<file path="config.mk">
export PLATFORM = sky130hd
export DESIGN_NAME = xdiv_unit
export DESIGN_NICKNAME = d
export VERILOG_FILES = /design/src/rtl/xdiv_pkg.sv /design/src/rtl/xdiv_magnitude.sv /design/src/rtl/xdiv_step.sv /design/src/rtl/xdiv_finish.sv /design/src/rtl/xdiv_unit.sv
export SDC_FILE = /design/constraint.sdc
export NUM_CORES = 1
export LEC_CHECK = 0
export BUFFER_PORTS_ARGS = -buffer_cell sky130_fd_sc_hd__buf_2
export CORE_AREA = 5 5 219 136
export CTS_CLUSTER_SIZE = 16
export DETAILED_ROUTE_END_ITERATION = 8
export DIE_AREA = 0 0 224 141
export GPL_TIMING_DRIVEN = 0
export PLACE_DENSITY = 0.65
export SLEW_MARGIN = 40
export SYNTH_ARGS = -nofsm -noshare
export SYNTH_HDL_FRONTEND = slang
export SYNTH_SLANG_ARGS = --single-unit
</file>
<file path="constraint.sdc">
create_clock -name clk -period 4.5 [get_ports clk]
set_input_delay 0.45 -clock clk [delete_from_list [all_inputs] [get_ports clk]]
set_output_delay 0.45 -clock clk [all_outputs]
set_load 0.03 [all_outputs]
</file>
<file path="src/rtl/xdiv_pkg.sv">
package xdiv_pkg;
    localparam int unsigned XDIV_W = 32;

    typedef enum logic {
        ST_IDLE = 1'b0,
        ST_RUN  = 1'b1
    } xdiv_state_e;
endpackage

</file>
<file path="src/rtl/xdiv_magnitude.sv">
module xdiv_magnitude #(
    parameter int unsigned W = 32
) (
    input  logic [W-1:0] val_i,
    input  logic         signed_i,
    output logic [W-1:0] mag_o,
    output logic         neg_o
);
    always_comb begin
        neg_o = signed_i & val_i[W-1];
        mag_o = neg_o ? (~val_i + {{(W-1){1'b0}}, 1'b1}) : val_i;
    end
endmodule

</file>
<file path="src/rtl/xdiv_step.sv">
module xdiv_step #(
    parameter int unsigned W = 32
) (
    input  logic [W-1:0]   rem_i,
    input  logic [2*W-1:0] sh_i,
    input  logic [W-1:0]   div_i,
    output logic [W-1:0]   rem_o,
    output logic [2*W-1:0] sh_o
);
    logic [W:0] trial;
    logic [W:0] diff;
    logic       take;

    always_comb begin
        trial = {rem_i, sh_i[2*W-1]};
        diff  = trial - {1'b0, div_i};
        take  = (trial >= {1'b0, div_i});
        rem_o = take ? diff[W-1:0] : trial[W-1:0];
        sh_o  = {sh_i[2*W-2:0], take};
    end
endmodule

</file>
<file path="src/rtl/xdiv_finish.sv">
module xdiv_finish #(
    parameter int unsigned W = 32
) (
    input  logic [2*W-1:0] qmag_i,
    input  logic           neg_i,
    input  logic           signed_i,
    output logic [W-1:0]   quot_o,
    output logic           ovf_o
);
    localparam logic [2*W-1:0] POS_LIM = {{(W+1){1'b0}}, {(W-1){1'b1}}};
    localparam logic [2*W-1:0] NEG_LIM = {{(W){1'b0}}, 1'b1, {(W-1){1'b0}}};
    localparam logic [W-1:0]   S_MAX   = {1'b0, {(W-1){1'b1}}};
    localparam logic [W-1:0]   S_MIN   = {1'b1, {(W-1){1'b0}}};

    logic [W-1:0] low;

    always_comb begin
        low = qmag_i[W-1:0];
        if (!signed_i) begin
            ovf_o  = |qmag_i[2*W-1:W];
            quot_o = ovf_o ? {W{1'b1}} : low;
        end else if (neg_i) begin
            ovf_o  = qmag_i > NEG_LIM;
            quot_o = ovf_o ? S_MIN : (~low + {{(W-1){1'b0}}, 1'b1});
        end else begin
            ovf_o  = qmag_i > POS_LIM;
            quot_o = ovf_o ? S_MAX : low;
        end
    end
endmodule

</file>
<file path="src/rtl/xdiv_unit.sv">
module xdiv_unit
    import xdiv_pkg::*;
#(
    parameter int unsigned W = XDIV_W
) (
    input  logic         clk,
    input  logic         rst_n,
    input  logic         start_i,
    input  logic         signed_i,
    input  logic [W-1:0] hi_word_i,
    input  logic [W-1:0] op_a_i,
    input  logic [W-1:0] op_b_i,
    output logic         busy_o,
    output logic         done_o,
    output logic [W-1:0] quot_o,
    output logic         ovf_o,
    output logic         dz_trap_o
);
    localparam int unsigned ITER = 2 * W;
    localparam int unsigned CW   = $clog2(ITER);
    localparam logic [CW-1:0] LAST = CW'(ITER - 1);

    typedef struct packed {
        xdiv_state_e    st;
        logic [CW-1:0]  cnt;
        logic [W-1:0]   rem;
        logic [2*W-1:0] sh;
        logic [W-1:0]   dvs;
        logic           neg;
        logic           mode;
        logic [W-1:0]   quot;
        logic           ovf;
        logic           done;
        logic           trap;
    } xdiv_regs_t;

    xdiv_regs_t r_d, r_q;

    logic [2*W-1:0] dvd_mag;
    logic [W-1:0]   dvs_mag;
    logic           dvd_neg, dvs_neg;
    logic [W-1:0]   step_rem;
    logic [2*W-1:0] step_sh;
    logic [W-1:0]   fin_quot;
    logic           fin_ovf;

    xdiv_magnitude #(.W(2*W)) i_dvd_mag (
        .val_i    ({hi_word_i, op_a_i}),
        .signed_i (signed_i),
        .mag_o    (dvd_mag),
        .neg_o    (dvd_neg)
    );

    xdiv_magnitude #(.W(W)) i_dvs_mag (
        .val_i    (op_b_i),
        .signed_i (signed_i),
        .mag_o    (dvs_mag),
        .neg_o    (dvs_neg)
    );

    xdiv_step #(.W(W)) i_step (
        .rem_i (r_q.rem),
        .sh_i  (r_q.sh),
        .div_i (r_q.dvs),
        .rem_o (step_rem),
        .sh_o  (step_sh)
    );

    xdiv_finish #(.W(W)) i_finish (
        .qmag_i   (step_sh),
        .neg_i    (r_q.neg),
        .signed_i (r_q.mode),
        .quot_o   (fin_quot),
        .ovf_o    (fin_ovf)
    );

    always_comb begin
        r_d      = r_q;
        r_d.done = 1'b0;
        r_d.trap = 1'b0;
        unique case (r_q.st)
            ST_IDLE: begin
                if (start_i) begin
                    if (op_b_i == '0) begin
                        r_d.trap = 1'b1;
                    end else begin
                        r_d.st   = ST_RUN;
                        r_d.cnt  = '0;
                        r_d.rem  = '0;
                        r_d.sh   = dvd_mag;
                        r_d.dvs  = dvs_mag;
                        r_d.neg  = dvd_neg ^ dvs_neg;
                        r_d.mode = signed_i;
                    end
                end
            end
            ST_RUN: begin
                r_d.rem = step_rem;
                r_d.sh  = step_sh;
                r_d.cnt = r_q.cnt + 1'b1;
                if (r_q.cnt == LAST) begin
                    r_d.st   = ST_IDLE;
                    r_d.quot = fin_quot;
                    r_d.ovf  = fin_ovf;
                    r_d.done = 1'b1;
                end
            end
            default: r_d.st = ST_IDLE;
        endcase
    end

    always_ff @(posedge clk or negedge rst_n) begin
        if (!rst_n) begin
            r_q <= '{st: ST_IDLE, default: '0};
        end else begin
            r_q <= r_d;
        end
    end

    assign busy_o    = (r_q.st == ST_RUN);
    assign done_o    = r_q.done;
    assign quot_o    = r_q.quot;
    assign ovf_o     = r_q.ovf;
    assign dz_trap_o = r_q.trap;

    AST_DONE_ONE_CYCLE: assert property (@(posedge clk) disable iff (!rst_n)
        done_o |=> !done_o);
    AST_DONE_NOT_BUSY: assert property (@(posedge clk) disable iff (!rst_n)
        done_o |-> !busy_o);
    AST_TRAP_ONE_CYCLE: assert property (@(posedge clk) disable iff (!rst_n)
        dz_trap_o |=> !dz_trap_o);
    AST_TRAP_NO_RESULT: assert property (@(posedge clk) disable iff (!rst_n)
        dz_trap_o |-> (!done_o && !busy_o && $stable(quot_o) && $stable(ovf_o)));
    AST_RESULT_HOLD: assert property (@(posedge clk) disable iff (!rst_n)
        !done_o |-> ($stable(quot_o) && $stable(ovf_o)));
    AST_UNSIGNED_SAT: assert property (@(posedge clk) disable iff (!rst_n)
        (done_o && ovf_o && !r_q.mode) |-> (quot_o == {W{1'b1}}));
    AST_SIGNED_SAT: assert property (@(posedge clk) disable iff (!rst_n)
        (done_o && ovf_o && r_q.mode) |->
        (quot_o == {1'b0, {(W-1){1'b1}}} || quot_o == {1'b1, {(W-1){1'b0}}}));
    AST_START_IGNORED: assert property (@(posedge clk) disable iff (!rst_n)
        (busy_o && !done_o && r_q.cnt != LAST) |=> busy_o);
endmodule

</file>
==> impl_metrics.ini, run 1 <==
[outcome]
outcome = finished, final reports clean

[logic_synthesis]
seq_area_frac_synth = 0.351
synthesis.instances = 1561
ys_warn_count = 0
ys_top_cells_by_area = dfrtp_1 35%, nand2_1 7.7%, a21oi_1 5.0%
yosys_register_bits = 172
ys_types = 72
avgSynthCellArea_um2 = 7.85
synth_nets = 1698
synth_top_area_frac = 0.351
async_flop_share = 1.00
synth_top_area_cell = dfrtp_1
synth.cell_area_um2 = 12200
synth_ff_type = dfrtp_1
synth_edf_count = 0

[floorplan]
die_y_um = 141
start_util = 0.439
die-width_um = 224
io_pins = 136
core.rowCount = 48
core_um2 = 27900
die-area_um2 = 31600

[timing]
final_hold_viol_count = 0
worst_pin_slew_ns = 0.884
finalCritPeriodShare = 0.946
fmax_ghz = 0.235
fin_hold_ws_ns = 0.258
fin_crit_ns = 4.26
fin_worst_skew_ns = 0.0110
drv_slew = 0
finalSetupViolations = 0
slew_headroom = 0.409
worst_slack_ns = 0.243
rsz0062_at_grt = false

[routing]
final_antenna_net_count = 0
dr.pass1.iters = 5
wl_met3_um = 3920
vias_per_cell = 5.87
met2_length_um = 16500
drc = 0
wl_per_cell_um = 19.4
drt_iter0_drc = 1528
routed.top_layer = met5
vias = 12500
wl_um = 41400
drt-met1-wl_um = 20500

[final_layout]
fillers = 2687
synthToLayoutAreaGrowth_pct = 19.7
final-instance-count-excl-fill = 2131
nets = 1881
n_antenna_cell = 0
final_layout_size_suffix_gt1_frac = 0.175
final_cell_mix = 250 x nand2_1, 170 x dfrtp_1, 137 x buf_2
layout_commonest_cell = nand2_1

[worst_setup_path]
worstSetupPathType = register to register
crit_buf_inv = 5
critPathMaxStageDelay_ns = 0.42
cpMostUsedCell = buf_4
worstPathRequired_ns = 4.87
critPathLaunchType = register
cp_cell_sequence = ha_4 -> a21o_1 -> a21o_1 -> a21oi_2 -> a21oi_2 -> or3_4 -> a21o_4 -> inv_8 -> ha_4 -> or3b_4 -> nor3_4 -> buf_4 -> buf_4 -> buf_4 -> buf_4 -> nand2_1 -> or2_1 -> nor3_1 -> a21o_1 -> a21oi_1 -> a31oi_1
cp_max_fo = 5
crit_slowest_cell = dfrtp_1
cp_top_family = simple AND/OR/NAND/NOR gates
critPathCaptureType = register
critPathArrivalTime_ns = 4.63

[power_and_ir_drop]
p_per_area_nw_per_um2 = 769
vdd_ir_drop_max_v = 0.000340
p_leak_nw = 6.30

[grt]
grt_max_degree = 70
overflow = 0
grt_pass1_wl_um = 65100
grt_pass1_vias = 11400
antenna_found_initial = 1
gr-usage-all-layers = 0.259

[clock_network]
ctsRootBufferMaster = clkbuf_16
cts_num_sinks = 172
cts_max_path_buffers = 2
clkLatencyLatePin_ns = 0.46
cts_tree = done
cts_htree_levels = 4
clk_pin_slew_ns = 0.07
cts_buffers = 17

[placement]
dp_hpwl_um = 31400
port_buffers = 133
dp_cells = 2071
dp_slack_ns = -0.913
place_congestion = 0.935

[run]
maxCapViolations = 0

[hold_path]
min-delay-path-class = input pin to register
==> synth_stat cells (all sizes together), types with 5 or more instances <==
master / n
a211oi: 7
a21o: 19
a21oi: 122
a31oi: 28
and2: 12
and3: 5
buf: 43
clkbuf: 76
dfrtp: 172
ha: 36
inv: 54
mux2i: 12
nand2: 252
nand2b: 13
nand3: 25
nand4: 9
nor2: 137
nor2b: 7
nor3: 46
nor4: 28
nor4b: 5
o211ai: 21
o21a: 8
o21ai: 183
o221ai: 8
o31ai: 25
o41ai: 11
or3: 11
or4: 13
xnor2: 63
xor2: 53
==> per-stage QoR <==
step                      instance area (um2)   util  total power [mW]  setup TNS [ns]
after floorplan                         12300      -              7.27               0
after global placement                  13400  0.480              8.75          -22.57
after detailed placement                13500  0.483              8.90          -22.44
after CTS                               14500  0.518              10.9        -0.00361
after global routing                    14700  0.525              12.1               0
final                                   14700  0.525              11.3               0
==> metal layers <==
metal / vias up / track usage
met3: 50 / 0.0601
met5: - / 0
li1: 5870 / -
met2: 558 / 0.341
met1: 6027 / 0.426
met4: 2 / 0.0486
==> area by class of cell <==
cell class | count | area [um2] | share of cell area
Clock inverter | 11 | 144 | 0.00981
Inverter | 54 | 210 | 0.0143
Timing Repair Buffer | 167 | 973 | 0.0664
Buffer | 116 | 588 | 0.0401
Multi-Input combinational cell | 1216 | 7530 | 0.513
Sequential cell | 172 | 4310 | 0.294
Clock buffer | 20 | 447 | 0.0305
Tap cell | 375 | 469 | 0.0320
==> worst paths after layout <==
check	startpoint	end	slack, ns	cells past startpoint
setup / recovery	r_q[158]$_DFFE_PN0P_	quot_o[26]$_DFFE_PN0P_	0.24	21
hold / removal	op_b_i[1]	r_q[38]$_DFFE_PN0P_	0.26	3
setup reg to reg	r_q[158]$_DFFE_PN0P_	quot_o[26]$_DFFE_PN0P_	0.24	21
hold reg to reg	quot_o[1]$_DFFE_PN0P_	quot_o[1]$_DFFE_PN0P_	0.48	2
max in group asynchronous	rst_n	r_q[64]$_DFFE_PN0P_	3.27	3
min in group asynchronous	rst_n	quot_o[8]$_DFFE_PN0P_	0.51	2
==> sequential cells by signal, summed over array words and instances, names as in the netlist <==
signal     count
r_q          136
quot_o        32
busy_o         1
done_o         1
dz_trap_o      1
ovf_o          1
==> power breakdown <==
part / internal (mW) / leakage, nW / switching (mW) / total (mW)
Combinational: 2.85 / 3.96 / 3.77 / 6.62
Sequential: 2.35 / 2.06 / 0.773 / 3.12
Clock: 0.882 / 0.278 / 0.652 / 1.53
Total: 6.08 / 6.30 / 5.19 / 11.3
==> repair_timing <==
action	in CTS	in global routing
hold buffers	1	0
cloned	1	0
setup buffers	22	8
pin swaps	7	17
endpoints found under the hold margin	54	0
endpoints found under the setup margin	33	32
gates resized for setup	44	36
==> worst min-delay path, cell delays in order <==
cell and delay (ns):
buf_2 0.11, nand2_1 0.05, a31oi_1 0.07
==> kinds of logic after synthesis <==
group	count (synthesis)	share of synthesized area
and+or+nand+nor	578	0.223
muxes	14	0.0116
buffers and inverters	173	0.0635
AOI/OAI and AO/OA	471	0.229
adders and majority gates	37	0.0384
DFF	172	0.351
xor gates and xnor gates	116	0.0830
Note: power is estimated with default switching activity, not from simulation.
==> run 2, diff against run 1 <==
Settings changed: REMOVE_ABC_BUFFERS set to 1.
==> impl_metrics.ini, run 2 (same netlist as run 1, synthesis figures left out) <==
[routing]
dr.pass1.iters = 6
vias = 11800
drt_iter0_drc = 1169
final_antenna_net_count = 0
wl_per_cell_um = 17.9
wl_um = 36200
drc = 0
vias_per_cell = 5.81

[clock_network]
cts_num_sinks = 172
cts_max_path_buffers = 2
clkLatencyLatePin_ns = 0.44
clk_pin_slew_ns = 0.07
ctsRootBufferMaster = clkbuf_16
cts_tree = done
cts_buffers = 17
cts_htree_levels = 4

[hold_path]
whs_endpoint = r_q[38]$_DFFE_PN0P_
hp-start = op_b_i[1]
min-delay-path-class = input pin to register
hold_path_depth = 3

[timing]
fin_crit_ns = 4.71
finalSetupViolations = 22
worst_slack_ns = -0.215
worst_pin_slew_ns = 0.798
rsz0062_at_grt = true
fmax_ghz = 0.212
fin_worst_skew_ns = 0.0104
slew_headroom = 0.468
fin_hold_ws_ns = 0.291
finalCritPeriodShare = 1.05
drv_slew = 0
final_hold_viol_count = 0
fin_tns_setup_ns = -2.37

[final_layout]
synthToLayoutAreaGrowth_pct = 16.9
nets = 1769
largest_register_ffs = 136
final_cell_mix = 248 x nand2_1, 171 x dfrtp_1, 134 x nor2_1, 134 x buf_2, 116 x a21oi_1
final_layout_size_suffix_gt1_frac = 0.171
layout_commonest_cell = nand2_1
regMostFlops = r_q
final_util = 0.513
fillers = 2618

[grt]
gr-usage-all-layers = 0.225
grt_pass1_wl_um = 58200
antenna_found_initial = 7
overflow = 0
grt_max_degree = 71
grt_pass1_vias = 10800

[worst_setup_path]
r2r_end = quot_o[2]$_DFFE_PN0P_
rr_worst_depth = 20
worstSetupPathType = register to register
cp_max_fo = 7
r2r_setup_slack_ns = -0.21
rr_startpoint = r_q[142]$_DFFE_PN0P_
worstPathRequired_ns = 4.85
critPathCaptureType = register
critPathArrivalTime_ns = 5.06
critPathLaunchType = register

[floorplan]
die_y_um = 141
io_pins = 136
die-width_um = 224
core_um2 = 27900
die-area_um2 = 31600
core.rowCount = 48
start_util = 0.439

[run]
maxCapViolations = 0

[power_and_ir_drop]
p_per_area_nw_per_um2 = 742
p_leak_nw = 6.12
vdd_ir_drop_max_v = 0.000371

[outcome]
outcome = finished with violations
violations = negative setup slack

[placement]
port_buffers = 135
place_congestion = 0.948
dp_hpwl_um = 25800
==> run 2: cell types whose count changed in the layout (fill, tap and decap cells not counted), sizes merged <==
cell	previous run	this run
inv	55	54
nand3	25	26
diode	0	5
clkinv	3	4
a21o	19	20
bufinv	3	0
clkbuf	92	27
buf	210	166
clkinvlp	4	2
==> run 2: routing by layer <==
layer,vias up,share of wire,GRT usage
met5,-,0.00094,0
met4,6,0.020,0.0622
met3,58,0.089,0.0622
met2,456,0.41,0.309
met1,5584,0.48,0.344
li1,5659,-,-
==> run 2: cell type report <==
type,instances,area (um2),share of cell area
clock buffers,26,539,0.0376
multi-input cells,1218,7600,0.531
inverters,54,229,0.0160
repair inverters,1,8.76,0.000611
repair buffers,168,1120,0.0784
well taps,375,469,0.0328
diodes,5,12.5,0.000874
flip-flops and latches,172,4310,0.301
clock inverters,5,30.0,0.00210
==> run 2: what timing repair did <==
action / 4_1_cts / 5_1_grt
endpoints found under the hold margin: 35 / 0
gates cloned: 3 / 1
setup endpoints to repair: 33 / 33
hold buffers: 1 / 0
setup buffers: 12 / 13
pin swaps: 8 / 18
gates resized for setup: 34 / 41
==> run 2: worst max-delay path by stage <==
| stage | slack (ns) | from | endpoint |
|---|---|---|---|
| 3_5_place_dp | -1.99 | r_q[158]$_DFFE_PN0P_ | quot_o[9]$_DFFE_PN0P_ |
| 4_1_cts | 0.005 | r_q[63]$_DFFE_PN0P_ | quot_o[2]$_DFFE_PN0P_ |
| 6_report | -0.21 | r_q[142]$_DFFE_PN0P_ | quot_o[2]$_DFFE_PN0P_ |
| 2_1_floorplan | -1.92 | busy_o$_DFF_PN0_ | r_q[128]$_DFFE_PN0P_ |
| 5_1_grt | -0.43 | r_q[142]$_DFFE_PN0P_ | quot_o[2]$_DFFE_PN0P_ |
| 3_3_place_gp | -6.32 | op_b_i[0] | r_q[130]$_DFFE_PN0P_ |
==> run 2: power by group <==
part           internal (mW)  switching (mW)  total [mW]
Clock                  0.820           0.630        1.45
Combinational           2.63            3.41        6.05
Sequential              2.35           0.788        3.14
==> run 2: critical path, cell delays in order, from the launching register on <==
cell	delay (ns)
dfrtp_1	0.43
ha_4	0.27
a211oi_2	0.23
nor2_2	0.08
nor4_4	0.29
o41a_1	0.26
nand3_2	0.11
a21o_4	0.26
buf_12	0.15
clkinv_16	0.05
ha_4	0.12
or3b_4	0.40
nor3_4	0.25
nand2_2	0.15
nor4_4	0.38
a31o_4	0.25
and2_4	0.21
nand3_4	0.16
o31ai_1	0.32
a21oi_1	0.10
o21ai_1	0.13
==> run 2: through the flow <==
stage          std cells  instance area, um2  worst slack, ns  power, mW
5_1_grt             2023               14300           -0.432       11.5
3_3_place_gp        1952               12800            -6.32       8.31
4_1_cts             2010               14000          0.00525       10.2
6_report            2024               14300           -0.215       10.6
2_1_floorplan       1442               11700            -1.92       7.03
3_5_place_dp        1963               13100            -1.99       8.49
==> run 3, diff against run 2 <==
Settings changed: PLACE_DENSITY 0.65 to 0.73.
==> impl_metrics.ini, run 3 (same netlist as run 1, synthesis figures left out) <==
[floorplan]
io_pins = 136
core.rowCount = 48
die_y_um = 141
die-width_um = 224
core_um2 = 27900
die-area_um2 = 31600
start_util = 0.439

[worst_setup_path]
critPathLaunchType = register
crit_start = r_q[142]$_DFFE_PN0P_
critPathMaxStageDelay_ns = 0.43
rr_startpoint = r_q[142]$_DFFE_PN0P_
crit_slowest_cell = dfrtp_1
critPathArrivalTime_ns = 5.05
critPathCaptureType = register
cp_cell_sequence = ha_4 -> a211oi_4 -> nor2_4 -> nor4_4 -> o41a_1 -> nand3_2 -> a21o_4 -> inv_12 -> ha_4 -> or3b_4 -> nor3_4 -> nand2_2 -> nor4_4 -> a31o_4 -> and2_4 -> nand3_4 -> or3_1 -> a31oi_1
r2r_setup_slack_ns = -0.19
worstPathRequired_ns = 4.87
cp_max_fo = 6
worstSetupPathType = register to register
r2r_end = quot_o[27]$_DFFE_PN0P_
rr_worst_depth = 18

[final_layout]
final_layout_size_suffix_gt1_frac = 0.174
nets = 1773
largest_register_ffs = 136
final-instance-count-excl-fill = 2030
synthToLayoutAreaGrowth_pct = 17.3
final_cell_mix = 248 x nand2_1, 171 x dfrtp_1, 135 x nor2_1
regMostFlops = r_q
layout_commonest_cell = nand2_1

[grt]
use_met3 = 0.0589
overflow = 0
gr-usage-all-layers = 0.226
grt_pass1_wl_um = 57900
use_met1 = 0.337
antenna_found_initial = 9
grt.busiest_layer = met1
grt_pass1_vias = 10800
grt_max_degree = 76
grt.met2_usage = 0.318

[power_and_ir_drop]
seq_power_share = 0.294
vdd_ir_drop_max_v = 0.000389
p_comb_frac = 0.557
p_leak_nw = 6.16
p_per_area_nw_per_um2 = 744
switching_share = 0.459
p_int_mw = 5.79
p_clk_frac = 0.149
p_switching_mw = 4.90

[timing]
slew_headroom = 0.419
final_hold_viol_count = 0
finalCritPeriodShare = 1.04
fmax_ghz = 0.213
rsz0062_at_grt = true
drv_slew = 0
worst_slack_ns = -0.185
finalSetupViolations = 23
fin_worst_skew_ns = 0.0140
fin_crit_ns = 4.69
worst_pin_slew_ns = 0.872
fin_tns_setup_ns = -1.39

[clock_network]
clkLatencyLatePin_ns = 0.44
clk_pin_slew_ns = 0.07
cts_max_path_buffers = 2
cts_htree_levels = 4
cts_tree = done
ctsRootBufferMaster = clkbuf_16
cts_num_sinks = 172
cts_buffers = 17

[placement]
dp_slack_ns = -1.94
dp_hpwl_um = 25800
dp_cells = 1961
port_buffers = 135
place_congestion = 0.939

[routing]
wl_um = 36500
dr.pass1.iters = 5
wl_per_cell_um = 18.0
drt_iter0_drc = 1188
final_antenna_net_count = 0
vias = 11800
drc = 0
vias_per_cell = 5.80

[outcome]
outcome = finished with violations
violations = negative setup slack

[hold_path]
min-delay-path-class = input pin to register
hp-start = op_b_i[31]
hold_path_depth = 3
whs_endpoint = r_q[68]$_DFFE_PN0P_

[run]
maxCapViolations = 0
==> run 3: how the worst max path moves through the flow <==
stage | end | slack (ns) | cells after the start
global placement | r_q[130]$_DFFE_PN0P_ | -5.83 | 11
floorplan | r_q[128]$_DFFE_PN0P_ | -1.92 | 2
finish | quot_o[27]$_DFFE_PN0P_ | -0.19 | 18
global route | quot_o[27]$_DFFE_PN0P_ | -0.28 | 18
detailed placement | quot_o[27]$_DFFE_PN0P_ | -1.94 | 18
CTS | quot_o[27]$_DFFE_PN0P_ | 0.02 | 19
==> run 3: repair_timing <==
action,in CTS,in global routing
hold endpoints to repair,52,0
gates cloned,3,2
setup buffers,4,20
hold buffers,1,0
pin swaps,5,36
resized for setup,24,53
setup endpoints to repair,33,33
==> run 3: cell type report <==
type	instances	area [um2]
diodes	6	15.0
clock buffers	20	467
clock inverters	12	159
fillers	2597	13600
inverters	54	215
multi-input cells	1219	7590
flip-flops and latches	172	4310
well taps	375	469
repair buffers	171	1140
repair inverters	1	8.76
==> run 3: power groups by stage <==
stage	Sequential (mW)	Combinational, mW	Clock (mW)
finish	3.14	5.95	1.60
global route	3.24	6.62	1.69
CTS	3.08	5.53	1.62
detailed placement	3.08	5.35	0
global placement	3.11	5.14	0
floorplan	3.16	3.87	0
==> run 3: metal layers <==
layer  vias to the layer above  part of all wire
li1                       5661                 -
met1                      5515              0.47
met2                       509              0.41
met3                        83             0.093
met4                         6             0.027
met5                         -            0.0011
==> run 3: critical path, delay by kind of cell, from the launching register on <==
kind / cells / cell delay, ns
flops: 1 / 0.43
simple gates: 10 / 2.50
buf+inv: 1 / 0.07
fa+ha+maj: 2 / 0.42
compound gates: 5 / 1.19
==> run 3: per-stage QoR <==
step                power, mW  utilization  area [um2]  hold slack, ns
floorplan                7.03            -       11700           0.154
global placement         8.26        0.459       12800           0.457
detailed placement       8.43        0.469       13100           0.408
CTS                      10.2        0.497       13900           0.285
global route             11.5        0.514       14400           0.299
finish                   10.7        0.514       14400           0.302
